### src/rtl/saud_rx_pkg.sv
package saud_rx_pkg;

  typedef enum logic [2:0] {
    FMT_I2S   = 3'd0,
    FMT_LSB16 = 3'd1,
    FMT_LSB18 = 3'd2,
    FMT_LSB20 = 3'd3,
    FMT_MSBJ  = 3'd4
  } fmt_e;

  // lead: word boundary trails the word-select change by one bit
  // lsb_mode: word is taken from the end of the half-frame
  typedef struct packed {
    logic       lead;
    logic       lsb_mode;
    logic [4:0] lsb_bits;
  } fmt_cfg_t;

  function automatic fmt_cfg_t decode_fmt(input logic [2:0] code);
    fmt_cfg_t c;
    c = '{lead: 1'b1, lsb_mode: 1'b0, lsb_bits: 5'd0};
    case (fmt_e'(code))
      FMT_LSB16: c = '{lead: 1'b0, lsb_mode: 1'b1, lsb_bits: 5'd16};
      FMT_LSB18: c = '{lead: 1'b0, lsb_mode: 1'b1, lsb_bits: 5'd18};
      FMT_LSB20: c = '{lead: 1'b0, lsb_mode: 1'b1, lsb_bits: 5'd20};
      FMT_MSBJ:  c = '{lead: 1'b0, lsb_mode: 1'b0, lsb_bits: 5'd0};
      default:   c = '{lead: 1'b1, lsb_mode: 1'b0, lsb_bits: 5'd0};
    endcase
    return c;
  endfunction

endpackage

### src/rtl/saud_rx_sync.sv
module saud_rx_sync #(
  parameter int WIDTH  = 3,
  parameter int STAGES = 2
) (
  input  logic             clk,
  input  logic             rst_n,
  input  logic [WIDTH-1:0] din,
  output logic [WIDTH-1:0] dout
);
  logic [STAGES-1:0][WIDTH-1:0] stg;

  always_ff @(posedge clk or negedge rst_n) begin
    if (!rst_n) begin
      stg <= '0;
    end else begin
      stg[0] <= din;
      for (int s = 1; s < STAGES; s++) stg[s] <= stg[s-1];
    end
  end

  assign dout = stg[STAGES-1];
endmodule

### src/rtl/saud_rx_align.sv
module saud_rx_align
  import saud_rx_pkg::*;
#(
  parameter int W  = 24,
  parameter int CW = $clog2(W + 1)
) (
  input  fmt_cfg_t        cfg,
  input  logic [W-1:0]    head,
  input  logic [W-1:0]    tail,
  input  logic [CW-1:0]   cnt,
  output logic [W-1:0]    aligned
);
  logic [CW-1:0] keep;
  logic          fill;
  logic [W-1:0]  ext;
  logic [W-1:0]  lsb_al;
  logic [W-1:0]  msb_al;

  always_comb begin
    // number of trailing bits that really belong to this half-frame
    keep = (cnt < CW'(cfg.lsb_bits)) ? cnt : CW'(cfg.lsb_bits);
    fill = (keep != '0) ? tail[keep - 1'b1] : 1'b0;
    for (int i = 0; i < W; i++) ext[i] = (i < int'(keep)) ? tail[i] : fill;
    lsb_al = ext << (W - int'(cfg.lsb_bits));
    msb_al = (cnt >= CW'(W)) ? head : (head << (W - int'(cnt)));
    aligned = cfg.lsb_mode ? lsb_al : msb_al;
  end
endmodule

### src/rtl/saud_rx_deser.sv
module saud_rx_deser
  import saud_rx_pkg::*;
#(
  parameter int W  = 24,
  parameter int CW = $clog2(W + 1)
) (
  input  logic          clk,
  input  logic          rst_n,
  input  logic          bit_rise,
  input  logic          ws_s,
  input  logic          sd_s,
  input  fmt_cfg_t      cfg,
  input  logic [W-1:0]  aligned,
  output logic [W-1:0]  head,
  output logic [W-1:0]  tail,
  output logic [CW-1:0] cnt,
  output logic          word_done,
  output logic          word_ch,
  output logic [W-1:0]  word_data
);
  localparam logic [CW-1:0] CNT_MAX = CW'(W);

  logic ws_d;
  logic lab_prev;
  logic started;
  logic lab;

  // channel the current bit belongs to
  assign lab = cfg.lead ? ws_d : ws_s;

  always_ff @(posedge clk or negedge rst_n) begin
    if (!rst_n) begin
      ws_d      <= 1'b0;
      lab_prev  <= 1'b0;
      started   <= 1'b0;
      head      <= '0;
      tail      <= '0;
      cnt       <= '0;
      word_done <= 1'b0;
      word_ch   <= 1'b0;
      word_data <= '0;
    end else begin
      word_done <= 1'b0;
      if (bit_rise) begin
        ws_d <= ws_s;
        if (lab != lab_prev) begin
          if (started) begin
            word_done <= 1'b1;
            word_ch   <= lab_prev;
            word_data <= aligned;
          end
          started  <= 1'b1;
          lab_prev <= lab;
          head     <= {{(W-1){1'b0}}, sd_s};
          tail     <= {{(W-1){1'b0}}, sd_s};
          cnt      <= CW'(1);
        end else begin
          if (cnt < CNT_MAX) begin
            head <= {head[W-2:0], sd_s};
            cnt  <= cnt + CW'(1);
          end
          tail <= {tail[W-2:0], sd_s};
        end
      end
    end
  end
endmodule

### src/rtl/saud_rx_pair.sv
module saud_rx_pair #(
  parameter int W = 24
) (
  input  logic         clk,
  input  logic         rst_n,
  input  logic         word_done,
  input  logic         word_ch,
  input  logic [W-1:0] word_data,
  output logic         pair_stb,
  output logic [W-1:0] pair_left,
  output logic [W-1:0] pair_right
);
  logic [W-1:0] left_hold;
  logic         have_left;

  always_ff @(posedge clk or negedge rst_n) begin
    if (!rst_n) begin
      left_hold  <= '0;
      have_left  <= 1'b0;
      pair_stb   <= 1'b0;
      pair_left  <= '0;
      pair_right <= '0;
    end else begin
      pair_stb <= 1'b0;
      if (word_done) begin
        if (!word_ch) begin
          left_hold <= word_data;
          have_left <= 1'b1;
        end else if (have_left) begin
          pair_stb   <= 1'b1;
          pair_left  <= left_hold;
          pair_right <= word_data;
          have_left  <= 1'b0;
        end
      end
    end
  end
endmodule

### src/rtl/saud_rx_oreg.sv
module saud_rx_oreg #(
  parameter int W = 24
) (
  input  logic         clk,
  input  logic         rst_n,
  input  logic         pair_stb,
  input  logic [W-1:0] pair_left,
  input  logic [W-1:0] pair_right,
  input  logic         out_ready,
  output logic         out_valid,
  output logic [W-1:0] out_left,
  output logic [W-1:0] out_right
);
  always_ff @(posedge clk or negedge rst_n) begin
    if (!rst_n) begin
      out_valid <= 1'b0;
      out_left  <= '0;
      out_right <= '0;
    end else if (pair_stb && (!out_valid || out_ready)) begin
      out_valid <= 1'b1;
      out_left  <= pair_left;
      out_right <= pair_right;
    end else if (out_ready) begin
      out_valid <= 1'b0;
    end
  end
endmodule

### src/rtl/saud_rx.sv
module saud_rx
  import saud_rx_pkg::*;
#(
  parameter int W          = 24,
  parameter int SYNC_DEPTH = 2
) (
  input  logic         clk,
  input  logic         rst_n,
  input  logic         bck_i,
  input  logic         ws_i,
  input  logic         sd_i,
  input  logic [2:0]   fmt_i,
  output logic         out_valid,
  input  logic         out_ready,
  output logic [W-1:0] out_left,
  output logic [W-1:0] out_right
);
  localparam int CW = $clog2(W + 1);

  logic [2:0]    line_s;
  logic          bck_q;
  logic          bit_rise;
  fmt_cfg_t      cfg;
  logic [W-1:0]  head;
  logic [W-1:0]  tail;
  logic [CW-1:0] cnt;
  logic [W-1:0]  aligned;
  logic          word_done;
  logic          word_ch;
  logic [W-1:0]  word_data;
  logic          pair_stb;
  logic [W-1:0]  pair_left;
  logic [W-1:0]  pair_right;

  assign cfg = decode_fmt(fmt_i);

  saud_rx_sync #(.WIDTH(3), .STAGES(SYNC_DEPTH)) u_sync (
    .clk  (clk),
    .rst_n(rst_n),
    .din  ({bck_i, ws_i, sd_i}),
    .dout (line_s)
  );

  always_ff @(posedge clk or negedge rst_n) begin
    if (!rst_n) bck_q <= 1'b0;
    else        bck_q <= line_s[2];
  end

  assign bit_rise = line_s[2] & ~bck_q;

  saud_rx_align #(.W(W), .CW(CW)) u_align (
    .cfg    (cfg),
    .head   (head),
    .tail   (tail),
    .cnt    (cnt),
    .aligned(aligned)
  );

  saud_rx_deser #(.W(W), .CW(CW)) u_deser (
    .clk      (clk),
    .rst_n    (rst_n),
    .bit_rise (bit_rise),
    .ws_s     (line_s[1]),
    .sd_s     (line_s[0]),
    .cfg      (cfg),
    .aligned  (aligned),
    .head     (head),
    .tail     (tail),
    .cnt      (cnt),
    .word_done(word_done),
    .word_ch  (word_ch),
    .word_data(word_data)
  );

  saud_rx_pair #(.W(W)) u_pair (
    .clk       (clk),
    .rst_n     (rst_n),
    .word_done (word_done),
    .word_ch   (word_ch),
    .word_data (word_data),
    .pair_stb  (pair_stb),
    .pair_left (pair_left),
    .pair_right(pair_right)
  );

  saud_rx_oreg #(.W(W)) u_oreg (
    .clk       (clk),
    .rst_n     (rst_n),
    .pair_stb  (pair_stb),
    .pair_left (pair_left),
    .pair_right(pair_right),
    .out_ready (out_ready),
    .out_valid (out_valid),
    .out_left  (out_left),
    .out_right (out_right)
  );
endmodule

### config.mk
export PLATFORM = sky130hd
export DESIGN_NAME = saud_rx
export DESIGN_NICKNAME = d
export VERILOG_FILES = /design/src/rtl/saud_rx_pkg.sv /design/src/rtl/saud_rx_sync.sv /design/src/rtl/saud_rx_align.sv /design/src/rtl/saud_rx_deser.sv /design/src/rtl/saud_rx_pair.sv /design/src/rtl/saud_rx_oreg.sv /design/src/rtl/saud_rx.sv
export SDC_FILE = /design/constraint.sdc
export NUM_CORES = 1
export LEC_CHECK = 0
export ABC_AREA = 1
export BUFFER_PORTS_ARGS = -buffer_cell sky130_fd_sc_hd__clkbuf_2
export CORE_ASPECT_RATIO = 0.7
export CORE_MARGIN = 2
export CORE_UTILIZATION = 46
export CTS_BUF_LIST = sky130_fd_sc_hd__clkbuf_8
export DETAILED_ROUTE_END_ITERATION = 8
export MAX_ROUTING_LAYER = met4
export PLACE_DENSITY = 0.6
export SYNTH_ARGS = -nofsm -noshare
export SYNTH_HDL_FRONTEND = slang
export SYNTH_SLANG_ARGS = --single-unit
### constraint.sdc
create_clock -name clk -period 7.2 [get_ports clk]
set_input_delay 0.72 -clock clk [delete_from_list [all_inputs] [get_ports clk]]
set_output_delay 0.72 -clock clk [all_outputs]
set_load 0.05 [all_outputs]
==> out/qor.csv <==
stage;metric;value;unit
flow_run;drv_cap;0;
placement;dp_hpwl;20500;um
timing;rsz0062_at_grt;no;
timing;fmax;0.209;GHz
finish;n_antenna_cell;0;
worst_setup_path;cp.arrival;5.17;ns
floorplanning;rows;46;
grt;overflow;0;
grt;grt_max_degree;83;
synthesis;synth_common_cells;nand2_1 (385), dfrtp_1 (212), o21ai_0 (190), inv_1 (123), nand3_1 (94);
timing;setup_tns;0;ns
synthesis;async_flop_share;1.00;
floorplanning;ios;58;
synthesis;synth_cell_types;42;
status;run_status;finished, final reports clean;
finish;fillCellCount;2265;
synthesis;yosys.area.top_type_share;0.496;
synthesis;yosysWarnings;0;
route;vias;9288;
route;post_drt_via_cell_ratio;5.40;
placement;placed_area;11200;um2
clocking;cts_resized;0;
timing;maxSlewHeadroom;0.344;
route;initialDrtViolationCount;771;
floorplanning;die_x;186;um
route;antenna_left;0;
timing;slew_violations;0;
clocking;hold_buffers;0;
worst_setup_path;crit_path_top_delay_cell;nor2_4;
power_and_ir_drop;total_power;0.00484;W
clocking;clock_sinks;212;
timing;finalSetupViolCount;0;
synthesis;synth_area_leader_cell;dfrtp_1;
worst_hold_path;hp-class;in -> async;
synthesis;synth_edf_count;0;
worst_setup_path;rrSetupSlack;2.88;ns
synthesis;synth_nets;1364;
floorplanning;core_region_area;22700;um2
route;routed_wl;29100;um
clocking;cts_post_setup_buffers_inserted;0;
worst_setup_path;cp.required;7.59;ns
timing;tightest_slew;0.983;ns
synthesis;synth_area;10700;um2
grt;grt_pass1_wl;48000;um
clocking;clockBufferDepth;3;
clocking;numCtsBuffers;34;
finish;area_growth;11.2;%
synthesis;synthTopCellsByArea;dfrtp_1 (50%), nand2_1 (14%), o21ai_0 (8.9%);
timing;period_share;0.664;
synthesis;seq_area_frac_synth;0.496;
route;drc;0;
placement;portBuffers;57;
clocking;cts_tree;yes;
floorplanning;initial_core_util;0.470;
finish;nets;1400;
power_and_ir_drop;power_density;408;nW/um2
worst_setup_path;path_class;in -> reg;
synthesis;synth_seq_cells;212;
route;wire_per_inst;16.9;um
synthesis;syn_inst;1348;
placement;gp_congestion;0.953;
timing;fin_skew;0.0305;ns
clocking;root_buffer;clkbuf_8;
synthesis;synth_most_common_cell;nand2_1;
clocking;path_clk_slew;0.08;ns
worst_setup_path;cp-start-kind;primary input;
finish;drive_gt1_frac;0.131;
grt;grt.total_usage;0.255;
clocking;htreeDepth;2;
worst_setup_path;cp_slowest_stage_delay;0.44;ns
synthesis;ys.flop_type;dfrtp_1;
route;firstDrtPassIters;5;
worst_setup_path;cp-end-kind;flip-flop;
worst_setup_path;crit_top_cell;nand2_1;
floorplanning;die_h;132;um
grt;grt_pass1_vias;8934;
worst_setup_path;worst-r2r-cell-count;17;
floorplanning;dieArea;24500;um2
worst_setup_path;path_max_fanout;22;
power_and_ir_drop;leakage;5.69;nW
timing;period_minus_slack;4.78;ns
synthesis;synth_area_per_cell;7.93;um2
finish;post-route-cell-area;11900;um2
clocking;clock_latency;0.53;ns
power_and_ir_drop;ir_worst_vdd;0.000230;V
timing;hold_viol;0;
grt;antenna_found_initial;0;
## where the power goes
part / leakage [nW] / internal, W / total (W) / switching (W)
registers: 2.86 / 0.00148 / 0.00164 / 0.000159
logic: 2.43 / 0.000617 / 0.00215 / 0.00154
clock network: 0.399 / 0.000575 / 0.00106 / 0.000480
total: 5.69 / 0.00267 / 0.00484 / 0.00217
## cell type report
cell class,count,area [um2],share of cell area
clock inverters,16,98.8,0.00832
multi-input cells,927,4580,0.385
clock buffers,43,592,0.0498
flip-flops and latches,212,5310,0.446
repair buffers,71,400,0.0337
inverters,138,518,0.0436
well taps,312,390,0.0329
## routing by layer
metal,global-route usage,up-vias,wire length [um]
met5,-,-,0
met1,0.394,4471,14700
met3,0.0460,44,1880
met4,0.0503,0,418
met2,0.346,263,12000
li1,-,4510,-
## flip-flops by register name, indices dropped and copies added, names as in the netlist, 5 cells and up
| name | flops |
|---|---|
| u_pair.pair_right | 24 |
| u_deser.head | 24 |
| u_deser.word_data | 24 |
| u_pair.left_hold | 24 |
| u_oreg.out_left | 24 |
| u_deser.tail | 24 |
| u_deser.cnt | 5 |
| u_pair.pair_left | 24 |
| u_oreg.out_right | 24 |
## worst max-delay path: cells and delay by family
family	cells	cell delay [ns]
AND/OR/NAND/NOR	18	2.57
adder cells (fa/ha/maj)	2	0.66
AO/OA/AOI/OAI	1	0.19
buffers and inverters	5	0.98
## path summary, 6_finish.rpt
kind | from | to
max | fmt_i[2] | u_deser.word_data[17]
min | rst_n | u_deser.head[12]
max reg2reg | u_deser.cnt[3] | u_deser.word_data[16]
min reg2reg | u_sync.stg[0] | u_sync.dout[0]
max in group asynchronous | rst_n | u_pair.pair_left[10]
min in group clk | sd_i | u_sync.stg[0]
## cell usage in the layout (no fill, tap or decap), types with 3 or more instances in the layout
cell | synthesis | routed
buf_4 | 1 | 14
a21oi_1 | 33 | 33
nor2_2 | 3 | 4
nor2_1 | 45 | 44
nand2_1 | 385 | 384
a31oi_1 | 8 | 8
or2_1 | 4 | 4
xor2_1 | 3 | 3
inv_1 | 123 | 134
clkbuf_8 | 0 | 43
or2_2 | 7 | 7
clkbuf_2 | 0 | 56
nand4_1 | 16 | 16
nor3_1 | 4 | 4
o22ai_1 | 35 | 35
ha_1 | 7 | 7
nor2_4 | 4 | 4
o21ai_1 | 20 | 20
o21ai_0 | 190 | 190
nand3_1 | 94 | 94
nand2_2 | 7 | 8
dfrtp_1 | 212 | 212
inv_2 | 9 | 9
o211ai_1 | 7 | 7
mux2_2 | 25 | 25
a22oi_1 | 12 | 12
clkinv_1 | 6 | 6
## cells by family after synthesis
| kind of cell | count (synthesis) | synth area share |
|---|---|---|
| mux | 26 | 0.0273 |
| fa+ha+maj | 7 | 0.00820 |
| simple gates | 574 | 0.227 |
| buf+inv | 209 | 0.0755 |
| xor+xnor | 4 | 0.00328 |
| flops | 212 | 0.496 |
| compound gates | 316 | 0.162 |
## per-stage QoR
stage / setup WS (ns) / cells / hold slack [ns] / util
after floorplan: 3.44 / 1348 / 0.331 / -
after global placement: 2.20 / 1660 / 0.337 / 0.492
after detailed placement: 2.02 / 1660 / 0.337 / 0.492
after CTS: 2.57 / 1719 / 0.187 / 0.523
after global routing: 2.05 / 1719 / 0.214 / 0.523
final: 2.42 / 1719 / 0.143 / 0.523
(Power assumes the default switching activity.)
